### src/rtl/xf_pkg.sv
`timescale 1ns/1ps
package xf_pkg;
   // transmit flow state, reported in status bits [3:2]
   typedef enum logic [1:0] {
      FL_RUN      = 2'b00,
      FL_STOPPING = 2'b01,
      FL_RESUMED  = 2'b10,
      FL_STOPPED  = 2'b11
   } flow_e;

   // transmit character state, reported in status bits [1:0]
   typedef enum logic [1:0] {
      TC_DATA = 2'b00,
      TC_WAIT = 2'b01,
      TC_XOFF = 2'b10,
      TC_XON  = 2'b11
   } txc_e;
endpackage

### src/rtl/xf_ctl_pairs.sv
`timescale 1ns/1ps
module xf_ctl_pairs #(
   parameter int N_PAIRS = 4
) (
   input  logic                   clk,
   input  logic                   rst_n,
   input  logic                   wr,
   input  logic [2*N_PAIRS-1:0]   wdata,
   output logic [N_PAIRS-1:0]     en
);
   for (genvar g = 0; g < N_PAIRS; g++) begin : g_pair
      logic en_q;
      always_ff @(posedge clk or negedge rst_n) begin
         if (!rst_n)                en_q <= 1'b0;
         else if (wr) begin
            if (wdata[2*g+1])       en_q <= 1'b0;
            else if (wdata[2*g])    en_q <= 1'b1;
         end
      end
      assign en[g] = en_q;


      dis_wins_chk: assert property (@(posedge clk) disable iff (!rst_n)
         (wr && wdata[2*g+1]) |=> !en[g]);

      en_set_chk: assert property (@(posedge clk) disable iff (!rst_n)
         (wr && !wdata[2*g+1] && wdata[2*g]) |=> en[g]);

      hold_chk: assert property (@(posedge clk) disable iff (!rst_n)
         (!wr || wdata[2*g+1:2*g] == 2'b00) |=> $stable(en[g]));
   end
endmodule

### src/rtl/xf_rx_match.sv
`timescale 1ns/1ps
module xf_rx_match #(
   parameter int W = 8
) (
   input  logic         clk,
   input  logic         rst_n,
   input  logic         rx_valid,
   input  logic [W-1:0] rx_data,
   input  logic [W-1:0] xon_char,
   input  logic [W-1:0] xoff_char,
   input  logic         stat_rd,
   input  logic [1:0]   recog_en,   // {xon, xoff}
   output logic         hit_xon,
   output logic         hit_xoff,
   output logic [1:0]   seen_q,     // {xon seen, xoff seen}
   output logic [1:0]   recog_evt
);
   assign hit_xon  = rx_valid && (rx_data == xon_char);
   assign hit_xoff = rx_valid && (rx_data == xoff_char);

   logic [1:0] seen_base;
   assign seen_base = stat_rd ? 2'b00 : seen_q;

   always_ff @(posedge clk or negedge rst_n) begin
      if (!rst_n) begin
         seen_q    <= 2'b00;
         recog_evt <= 2'b00;
      end else begin
         seen_q    <= seen_base | {hit_xon, hit_xoff};
         recog_evt <= {hit_xon & recog_en[1], hit_xoff & recog_en[0]};
      end
   end


   xoff_flag_chk: assert property (@(posedge clk) disable iff (!rst_n)
      hit_xoff |=> seen_q[0]);

   xon_flag_chk: assert property (@(posedge clk) disable iff (!rst_n)
      hit_xon |=> seen_q[1]);

   sticky_chk: assert property (@(posedge clk) disable iff (!rst_n)
      (!stat_rd && seen_q == 2'b11) |=> seen_q == 2'b11);

   rd_clear_chk: assert property (@(posedge clk) disable iff (!rst_n)
      (stat_rd && !rx_valid) |=> seen_q == 2'b00);

   evt_gate_chk: assert property (@(posedge clk) disable iff (!rst_n)
      !recog_en[0] |=> !recog_evt[0]);
endmodule

### src/rtl/xf_tx_flow.sv
`timescale 1ns/1ps
module xf_tx_flow
   import xf_pkg::*;
(
   input  logic  clk,
   input  logic  rst_n,
   input  logic  tx_auto,
   input  logic  hit_xon,
   input  logic  hit_xoff,
   input  logic  tx_active,  // shifter busy or being loaded this cycle
   input  logic  stat_rd,
   output flow_e state_q
);
   logic  xoff_go, xon_go;
   flow_e state_nx;

   // a character matching both patterns is treated as XOFF
   assign xoff_go = tx_auto && hit_xoff;
   assign xon_go  = tx_auto && hit_xon && !hit_xoff;

   always_comb begin
      state_nx = state_q;
      if (!tx_auto) begin
         state_nx = FL_RUN;
      end else if (xoff_go) begin
         if (state_q == FL_RUN || state_q == FL_RESUMED)
            state_nx = tx_active ? FL_STOPPING : FL_STOPPED;
      end else if (xon_go) begin
         if (state_q == FL_STOPPING || state_q == FL_STOPPED)
            state_nx = FL_RESUMED;
      end else begin
         unique case (state_q)
            FL_STOPPING: if (!tx_active) state_nx = FL_STOPPED;
            FL_RESUMED:  if (stat_rd)    state_nx = FL_RUN;
            default:     state_nx = state_q;
         endcase
      end
   end

   always_ff @(posedge clk or negedge rst_n) begin
      if (!rst_n) state_q <= FL_RUN;
      else        state_q <= state_nx;
   end


   stop_done_chk: assert property (@(posedge clk) disable iff (!rst_n)
      (state_q == FL_STOPPING && !tx_active && !xon_go) |=> state_q == FL_STOPPED);

   xoff_busy_chk: assert property (@(posedge clk) disable iff (!rst_n)
      (state_q == FL_RUN && xoff_go && tx_active) |=> state_q == FL_STOPPING);

   resume_chk: assert property (@(posedge clk) disable iff (!rst_n)
      (state_q == FL_STOPPED && xon_go) |=> state_q == FL_RESUMED);

   off_run_chk: assert property (@(posedge clk) disable iff (!rst_n)
      !tx_auto |=> state_q == FL_RUN);
endmodule

### src/rtl/xf_tx_sel.sv
`timescale 1ns/1ps
module xf_tx_sel
   import xf_pkg::*;
#(
   parameter int W         = 8,
   parameter bit INSERT_EN = 1'b1
) (
   input  logic         clk,
   input  logic         rst_n,
   input  logic         rx_auto,
   input  logic         tx_auto,
   input  logic         cmd_xon,
   input  logic         cmd_xoff,
   input  logic [1:0]   flow,
   input  logic [W-1:0] xon_char,
   input  logic [W-1:0] xoff_char,
   input  logic         fifo_valid,
   input  logic [W-1:0] fifo_data,
   input  logic         sh_busy,
   input  logic         stat_rd,
   output logic         fifo_pop,
   output logic         sh_load,
   output logic [W-1:0] sh_data,
   output logic [1:0]   txc,
   output logic [1:0]   sent_q     // {xoff sent, xon sent}
);
   txc_e       pend_q;
   logic       ins_go, dat_go, flow_open, idle_q;
   logic [1:0] sent_add;

   assign flow_open = (flow == FL_RUN) || (flow == FL_RESUMED);
   assign ins_go    = (pend_q != TC_DATA) && !sh_busy;
   assign dat_go    = !ins_go && !sh_busy && fifo_valid && flow_open;
   assign sh_load   = ins_go || dat_go;
   assign fifo_pop  = dat_go;
   assign sh_data   = !ins_go ? fifo_data :
                      (pend_q == TC_XON) ? xon_char : xoff_char;

   if (INSERT_EN) begin : g_ins
      always_ff @(posedge clk or negedge rst_n) begin
         if (!rst_n)        pend_q <= TC_DATA;
         else if (!rx_auto) pend_q <= TC_DATA;
         else if (cmd_xoff) pend_q <= TC_XOFF;
         else if (cmd_xon)  pend_q <= TC_XON;
         else if (ins_go)   pend_q <= TC_DATA;
      end
   end else begin : g_no_ins
      assign pend_q = TC_DATA;
   end

   assign sent_add = !ins_go ? 2'b00 : (pend_q == TC_XON) ? 2'b01 : 2'b10;

   always_ff @(posedge clk or negedge rst_n) begin
      if (!rst_n)        sent_q <= 2'b00;
      else if (!rx_auto) sent_q <= 2'b00;
      else               sent_q <= (stat_rd ? 2'b00 : sent_q) | sent_add;
   end

   always_ff @(posedge clk or negedge rst_n) begin
      if (!rst_n)                       idle_q <= 1'b0;
      else if (ins_go)                  idle_q <= 1'b1;
      else if (!sh_busy && fifo_valid)  idle_q <= 1'b0;
   end

   always_comb begin
      if (!rx_auto && !tx_auto)    txc = TC_DATA;
      else if (pend_q != TC_DATA)  txc = pend_q;
      else if (idle_q)             txc = TC_WAIT;
      else                         txc = TC_DATA;
   end


   no_load_busy_chk: assert property (@(posedge clk) disable iff (!rst_n)
      sh_load |-> !sh_busy);

   ins_first_chk: assert property (@(posedge clk) disable iff (!rst_n)
      (pend_q != TC_DATA && !sh_busy) |-> !fifo_pop);

   stopped_no_pop_chk: assert property (@(posedge clk) disable iff (!rst_n)
      (flow == FL_STOPPED || flow == FL_STOPPING) |-> !fifo_pop);

   sent_clear_chk: assert property (@(posedge clk) disable iff (!rst_n)
      !rx_auto |=> sent_q == 2'b00);
endmodule

### src/rtl/xonxoff_flow_engine.sv
`timescale 1ns/1ps
module xonxoff_flow_engine
   import xf_pkg::*;
#(
   parameter int W         = 8,
   parameter int N_PAIRS   = 4,
   parameter bit INSERT_EN = 1'b1
) (
   input  logic                 clk,
   input  logic                 rst_n,
   input  logic [W-1:0]         cfg_xon_char,
   input  logic [W-1:0]         cfg_xoff_char,
   input  logic                 cfg_tx_auto,
   input  logic                 cfg_rx_auto,
   input  logic                 ctl_wr,
   input  logic [2*N_PAIRS-1:0] ctl_wdata,
   output logic [N_PAIRS-1:0]   ctl_en,
   input  logic                 rx_valid,
   input  logic [W-1:0]         rx_data,
   output logic [1:0]           recog_evt,
   input  logic                 cmd_send_xon,
   input  logic                 cmd_send_xoff,
   input  logic                 fifo_valid,
   input  logic [W-1:0]         fifo_data,
   output logic                 fifo_pop,
   input  logic                 sh_busy,
   output logic                 sh_load,
   output logic [W-1:0]         sh_data,
   input  logic                 stat_rd,
   output logic [7:0]           stat_q
);
   if (W < 5 || W > 9) begin : g_bad_w
      $error("xonxoff_flow_engine: W must lie in 5..9");
   end
   if (N_PAIRS < 2 || N_PAIRS > 8) begin : g_bad_pairs
      $error("xonxoff_flow_engine: N_PAIRS must lie in 2..8");
   end

   logic       hit_xon, hit_xoff;
   logic [1:0] seen_q, sent_q, txc;
   flow_e      flow_q;

   xf_ctl_pairs #(.N_PAIRS(N_PAIRS)) u_ctl (
      .clk(clk), .rst_n(rst_n), .wr(ctl_wr), .wdata(ctl_wdata), .en(ctl_en)
   );

   xf_rx_match #(.W(W)) u_rx (
      .clk(clk), .rst_n(rst_n), .rx_valid(rx_valid), .rx_data(rx_data),
      .xon_char(cfg_xon_char), .xoff_char(cfg_xoff_char), .stat_rd(stat_rd),
      .recog_en(ctl_en[1:0]), .hit_xon(hit_xon), .hit_xoff(hit_xoff),
      .seen_q(seen_q), .recog_evt(recog_evt)
   );

   xf_tx_flow u_flow (
      .clk(clk), .rst_n(rst_n), .tx_auto(cfg_tx_auto), .hit_xon(hit_xon),
      .hit_xoff(hit_xoff), .tx_active(sh_busy | sh_load), .stat_rd(stat_rd),
      .state_q(flow_q)
   );

   xf_tx_sel #(.W(W), .INSERT_EN(INSERT_EN)) u_sel (
      .clk(clk), .rst_n(rst_n), .rx_auto(cfg_rx_auto), .tx_auto(cfg_tx_auto),
      .cmd_xon(cmd_send_xon), .cmd_xoff(cmd_send_xoff), .flow(flow_q),
      .xon_char(cfg_xon_char), .xoff_char(cfg_xoff_char),
      .fifo_valid(fifo_valid), .fifo_data(fifo_data), .sh_busy(sh_busy),
      .stat_rd(stat_rd), .fifo_pop(fifo_pop), .sh_load(sh_load),
      .sh_data(sh_data), .txc(txc), .sent_q(sent_q)
   );

   assign stat_q = {seen_q, sent_q, flow_q, txc};


   txc_forced_chk: assert property (@(posedge clk) disable iff (!rst_n)
      (!cfg_rx_auto && !cfg_tx_auto) |-> stat_q[1:0] == 2'b00);

   pop_loads_chk: assert property (@(posedge clk) disable iff (!rst_n)
      fifo_pop |-> (sh_load && sh_data == fifo_data));
endmodule

### config.mk
export PLATFORM = sky130hd
export DESIGN_NAME = xonxoff_flow_engine
export DESIGN_NICKNAME = d
export VERILOG_FILES = /design/src/rtl/xf_pkg.sv /design/src/rtl/xf_ctl_pairs.sv /design/src/rtl/xf_rx_match.sv /design/src/rtl/xf_tx_flow.sv /design/src/rtl/xf_tx_sel.sv /design/src/rtl/xonxoff_flow_engine.sv
export SDC_FILE = /design/constraint.sdc
export NUM_CORES = 1
export LEC_CHECK = 0
export BUFFER_PORTS_ARGS = -buffer_cell sky130_fd_sc_hd__buf_2
export CAP_MARGIN = 40
export CORE_MARGIN = 2
export CORE_UTILIZATION = 40
export DETAILED_ROUTE_END_ITERATION = 7
export PLACE_DENSITY_LB_ADDON = 0.3
export SLEW_MARGIN = 10
export SYNTH_ARGS = -nofsm -noshare
export SYNTH_HDL_FRONTEND = slang
export SYNTH_SLANG_ARGS = --single-unit
### constraint.sdc
create_clock -name clk -period 4.15 [get_ports clk]
set_input_delay 1.245 -clock clk [delete_from_list [all_inputs] [get_ports clk]]
set_output_delay 1.245 -clock clk [all_outputs]
set_load 0.05 [all_outputs]
* Word-level counts from Yosys, hierarchy flattened
Index checks and enable logic that the tools add are counted.
** Word-level totals
- Register bits after elaboration :: 15
- Bits in latches :: 0
- Bits in writable memories :: 0
- Bits in read-only memories :: 0
- Input port bits :: 51
- Output and inout bits :: 24
- Logic and storage cells :: 91
- Memories kept :: 0
** Cells by class
- $add $sub $neg :: 0
- $mul :: 0
- Div/mod/pow operators :: 0
- Order comparisons :: 0
- Eq/ne operators :: 12
- Shift operators :: 0
- Mux-type cells :: 33
- Bitwise gates (word level) :: 5
- Reductions and logical operators :: 31
** Operator list (count)
- 2-to-1 mux 2 bit :: 19
- equality test 8 bit :: 2
- 2-to-1 mux 8 bit :: 2
- nonzero test 2 bit :: 6
- logical AND 1 bit :: 11
- 2-to-1 mux 1 bit :: 11
- AND reduction 2 bit :: 4
- equality test 2 bit, second input constant :: 3
- logical NOT 1 bit :: 5
- != test 5 x 1 -> 1 bit, second input constant :: 1
- != test 5 x 3 -> 1 bit, second input constant :: 1
- != test 5 bit, second input constant :: 1
- AND reduction 5 bit :: 1
- != test 4 x 1 -> 1 bit, second input constant :: 1
- != test 4 x 3 -> 1 bit, second input constant :: 1
- bitwise OR 2 bit :: 2
- case mux 2 bit (2 select lines) :: 1
- logical OR 1 bit :: 3
- != test 3 x 2 -> 1 bit, second input constant :: 1
- bitwise AND 1 bit :: 2
- equality test 2 x 1 -> 1 bit, second input constant :: 1
- logical NOT 2 bit :: 1
- bitwise OR 1 bit :: 1

* Longest topological paths before layout
- Depth in word-level cells :: 13
- Depth in mapped cells :: 6
- Gate-level depth less buffers :: 6

* By module
A second synthesis with hierarchy kept.
** Second synthesis, totals
- Cells, all modules :: 134
- Area total of the unflattened synthesis :: 1278.7 µm²
** By module, submodules not included
- xf_tx_sel :: times used 1, cells each 68, area an instance 564.3 µm², seq. area each 125.1 µm²
- xf_rx_match :: times used 1, cells each 36, area an instance 372.9 µm², seq. area each 100.1 µm²
- xf_ctl_pairs :: times used 1, cells each 17, area an instance 211.5 µm², seq. area each 100.1 µm²
- xf_tx_flow :: times used 1, cells each 12, area an instance 123.9 µm², seq. area each 50.0 µm²
- xonxoff_flow_engine :: times used 1, cells each 1, area an instance 6.3 µm², seq. area each 0.0 µm²

* Least setup slack after synthesis
No wires, ideal clock.
- Kind :: in2out
- Start :: input cfg_xon_char[0]
- End :: output sh_data[0]
- Arrival :: 2.547 ns
- Required time :: 2.905 ns
- Path slack :: 0.358 ns
- Cell stages on the path :: 3
- Buffers on the path :: 0
- Cell sequence :: mux2_2 > a22oi_1 > o21ai_0
** On the way
- Cells in the longest elaborated chain, start to end :: 2
** RTL lines
- start, declared :: RTL line xonxoff_flow_engine.sv:11 : input logic [W-1:0] cfg_xon_char,
- 2-to-1 mux 8 bit :: RTL line xf_tx_sel.sv:37 : (pend_q == TC_XON) ? xon_char : xoff_char;
- 2-to-1 mux 8 bit :: RTL line xf_tx_sel.sv:36 : assign sh_data = !ins_go ? fifo_data :
- end, declared :: RTL line xonxoff_flow_engine.sv:28 : output logic [W-1:0] sh_data,
Every way passes these cells.

* Worst setup path in the final report
- Start :: input sh_busy
- End :: output sh_data[1]
** On the way
- Cells in the longest elaborated chain, start to end :: 3
** RTL lines
- start, declared :: RTL line xonxoff_flow_engine.sv:26 : input logic sh_busy,
- logical NOT 1 bit :: RTL line xf_tx_sel.sv:32 : assign ins_go = (pend_q != TC_DATA) && !sh_busy;
- logical AND 1 bit :: RTL line xf_tx_sel.sv:32
- 2-to-1 mux 8 bit :: RTL line xf_tx_sel.sv:36
Every way passes these cells.

==> run_results.csv <==
group,metric,value,unit
sta,min_period_over_period,87.3,%
global_routing,grt_pass1_vias,1107,
floorplan,core_area,2710,um^2
worst_setup_path,startpoint_type,"primary input",
global_routing,grt_usage,18.3,%
yosys,synth.area.top_cells,"dfrtp_1, xnor2_1, a22oi_1, a21oi_1, o21ai_0",
yosys,syn_avg_cell_area,8.47,um^2
floorplan,die_area,3260,um^2
worst_setup_path,regToRegSetupSlack,2.57,ns
yosys,async_reset_ff_share,100,%
clocking,clockRootBuffer,"clkbuf_4",
detailed_routing,drt-total-wl,3.07,mm
yosys,netlist_instances,133,
layout,fill_cells,272,
floorplan,io_pins,75,
pwr,leakage,0.770,nW
clocking,post-cts-setup-buffers,0,
worst_setup_path,regToRegEndpoint,"u_flow.state_q[1]",
placed_design,numPortBuffers,74,
worst_setup_path,crit_arrival,2.38,ns
worst_setup_path,worst-endpoint-required,2.90,ns
hold_path,hp-class,"reg -> reg",
floorplan,row_count,19,
worst_setup_path,critical_path_class,"in -> out",
detailed_routing,antenna_left,0,
sta,min_period,3.62,ns
clocking,ctsHoldBuffers,0,
floorplan,die_y,57.1,um
yosys,synth_edf_count,0,
worst_setup_path,cp_max_fo,14,
yosys,synth_commonest_cells,"xnor2_1, dfrtp_1, nand2_1, a21oi_1, o21ai_0",
yosys,yosysMostFrequentCell,"xnor2_1",
yosys,ys_warn_count,0,
worst_setup_path,worstReg2RegStart,"u_sel.pend_q[1]",
flow_run,cap_violations,0,
detailed_routing,routedWlPerCell,13.1,um
floorplan,dieWidth,57.1,um
layout,synthToLayoutAreaGrowth,34.7,%
yosys,netlist_area,1130,um^2
sta,finalHoldViolCount,0,
worst_setup_path,reg2regPathDepth,5,
detailed_routing,vias,1216,
clocking,cts_buffers,3,
sta,finalSetupTns,0,ns
sta,rsz0062_at_grt,"false",
sta,timing.fmax,0.276,GHz
worst_setup_path,endpoint,"sh_data[1]",
pwr,cellPowerDensity,280,nW/um^2
worst_setup_path,worstSetupStartpoint,"sh_busy",
detailed_routing,initialDrtViolationCount,34,
detailed_routing,drc,0,
global_routing,antenna_found_initial,0,
placed_design,place_congestion,0.850,
sta,fin_skew,0.00771,ns
clocking,cts_buffer_depth,2,
detailed_routing,dr.pass1.iters,4,
worst_setup_path,cp-end-kind,"output port",
sta,setup_viol,0,
clocking,clk-insertion-delay-late,0.28,ns
yosys,synth_top_area_share,33.3,%
outcome,status,"completed",
floorplan,start_util,41.6,%
sta,slew_violations,0,
layout,drive_above_1_share,41.4,%
detailed_routing,viasPerCell,5.20,
yosys,synth_flop_cell,"dfrtp_1",
clocking,cts.clk_slew.worst_paths,0.09,ns
yosys,synth_top_area_cell,"dfrtp_1",
clocking,cts_tree,"yes",
yosys,yosysUniqueCellTypes,36,
layout,final_cells,234,
placed_design,place_inst,230,
layout,diodes,0,
global_routing,grt_overflow,0,
yosys,ys_ff_latch,15,
yosys,syn-num-nets,184,
placed_design,hpwl,2.51,mm
sta,slew_headroom,61.1,%
clocking,cts.sinks,15,
pwr,peakVddDrop,224,uV
global_routing,grt_max_degree,16,
clocking,ctsResizeCount,0,
global_routing,grt_first_pass_wirelength,4.77,mm
layout,final_nets,255,
clocking,htreeDepth,1,
sta,worst_pin_slew,0.579,ns
yosys,ys_seq_area_share,33.3,%
## metrics by stage
step / hold slack [ns] / total power [W] / setup WS [ns] / util [%] / area [um^2]
floorplan: 0.462 / 0.000289 / 0.358 / - / 1130
global placement: 0.463 / 0.000340 / 0.571 / 55.0 / 1490
detailed placement: 0.460 / 0.000344 / 0.526 / 55.0 / 1490
CTS: 0.481 / 0.000428 / 0.526 / 56.0 / 1520
global route: 0.502 / 0.000445 / 0.403 / 56.0 / 1520
finish: 0.477 / 0.000424 / 0.527 / 56.0 / 1520
## kinds of logic after synthesis
family | share of synthesized area, %
buffers and inverters | 6.33
AND/OR/NAND/NOR | 18.7
XOR/XNOR | 13.2
flip-flops | 33.3
AO/OA/AOI/OAI | 24.4
multiplexers | 4.00
## layer usage
metal	vias to the layer above	share of wire (%)	global-route usage (%)	routed length, um
met5	-	0	0	0
met4	0	1.1	3.99	34
met3	4	5.3	3.63	162
met2	35	50	31.4	1540
met1	560	43	23.9	1330
li1	617	-	-	-
## final cells by class
type | instances | area, um^2 | area share (%)
clock buffer | 4 | 26.3 | 1.73
timing repair buffer | 74 | 370 | 24.4
tap | 31 | 38.8 | 2.56
multi-input combinational | 103 | 679 | 44.8
inverter | 7 | 26.3 | 1.73
sequential | 15 | 375 | 24.8
## report_power, final
group          switching, W  internal (W)
logic              0.000116     0.0000609
clock network     0.0000460     0.0000373
registers        0.00000924      0.000155
total              0.000171      0.000253
## flip-flops by register name, indices dropped and copies added (netlist names)
register           flops
u_ctl.g_pair.en_q      4
u_flow.state_q         2
u_rx.recog_evt         2
u_rx.seen_q            2
u_sel.pend_q           2
u_sel.sent_q           2
u_sel.idle_q           1
## cells in the final DEF, fill, tap and decap left out, drive strengths merged, types with 7 or more instances in the layout
| cell | count |
|---|---|
| buf | 74 |
| xnor2 | 16 |
| dfrtp | 15 |
| nand2 | 14 |
| o21ai | 12 |
| a21oi | 11 |
| a22oi | 8 |
| inv | 7 |
## worst min-delay path by stage
stage | from | endpoint | cells after the start
2_1_floorplan | u_sel.idle_q | u_sel.idle_q | 2
3_3_place_gp | u_rx.seen_q[0] | u_rx.seen_q[0] | 1
3_5_place_dp | u_rx.seen_q[0] | u_rx.seen_q[0] | 1
4_1_cts | u_rx.seen_q[0] | u_rx.seen_q[0] | 1
5_1_grt | u_rx.seen_q[0] | u_rx.seen_q[0] | 1
6_report | u_rx.seen_q[0] | u_rx.seen_q[0] | 1
## worst max-delay path, stage by stage
cell and delay, ns:
buf_2 0.22, inv_1 0.10, o21ai_1 0.33, nand2_1 0.10, o21ai_0 0.09, buf_2 0.29
No activity file was read; power rests on OpenSTA's default activity.
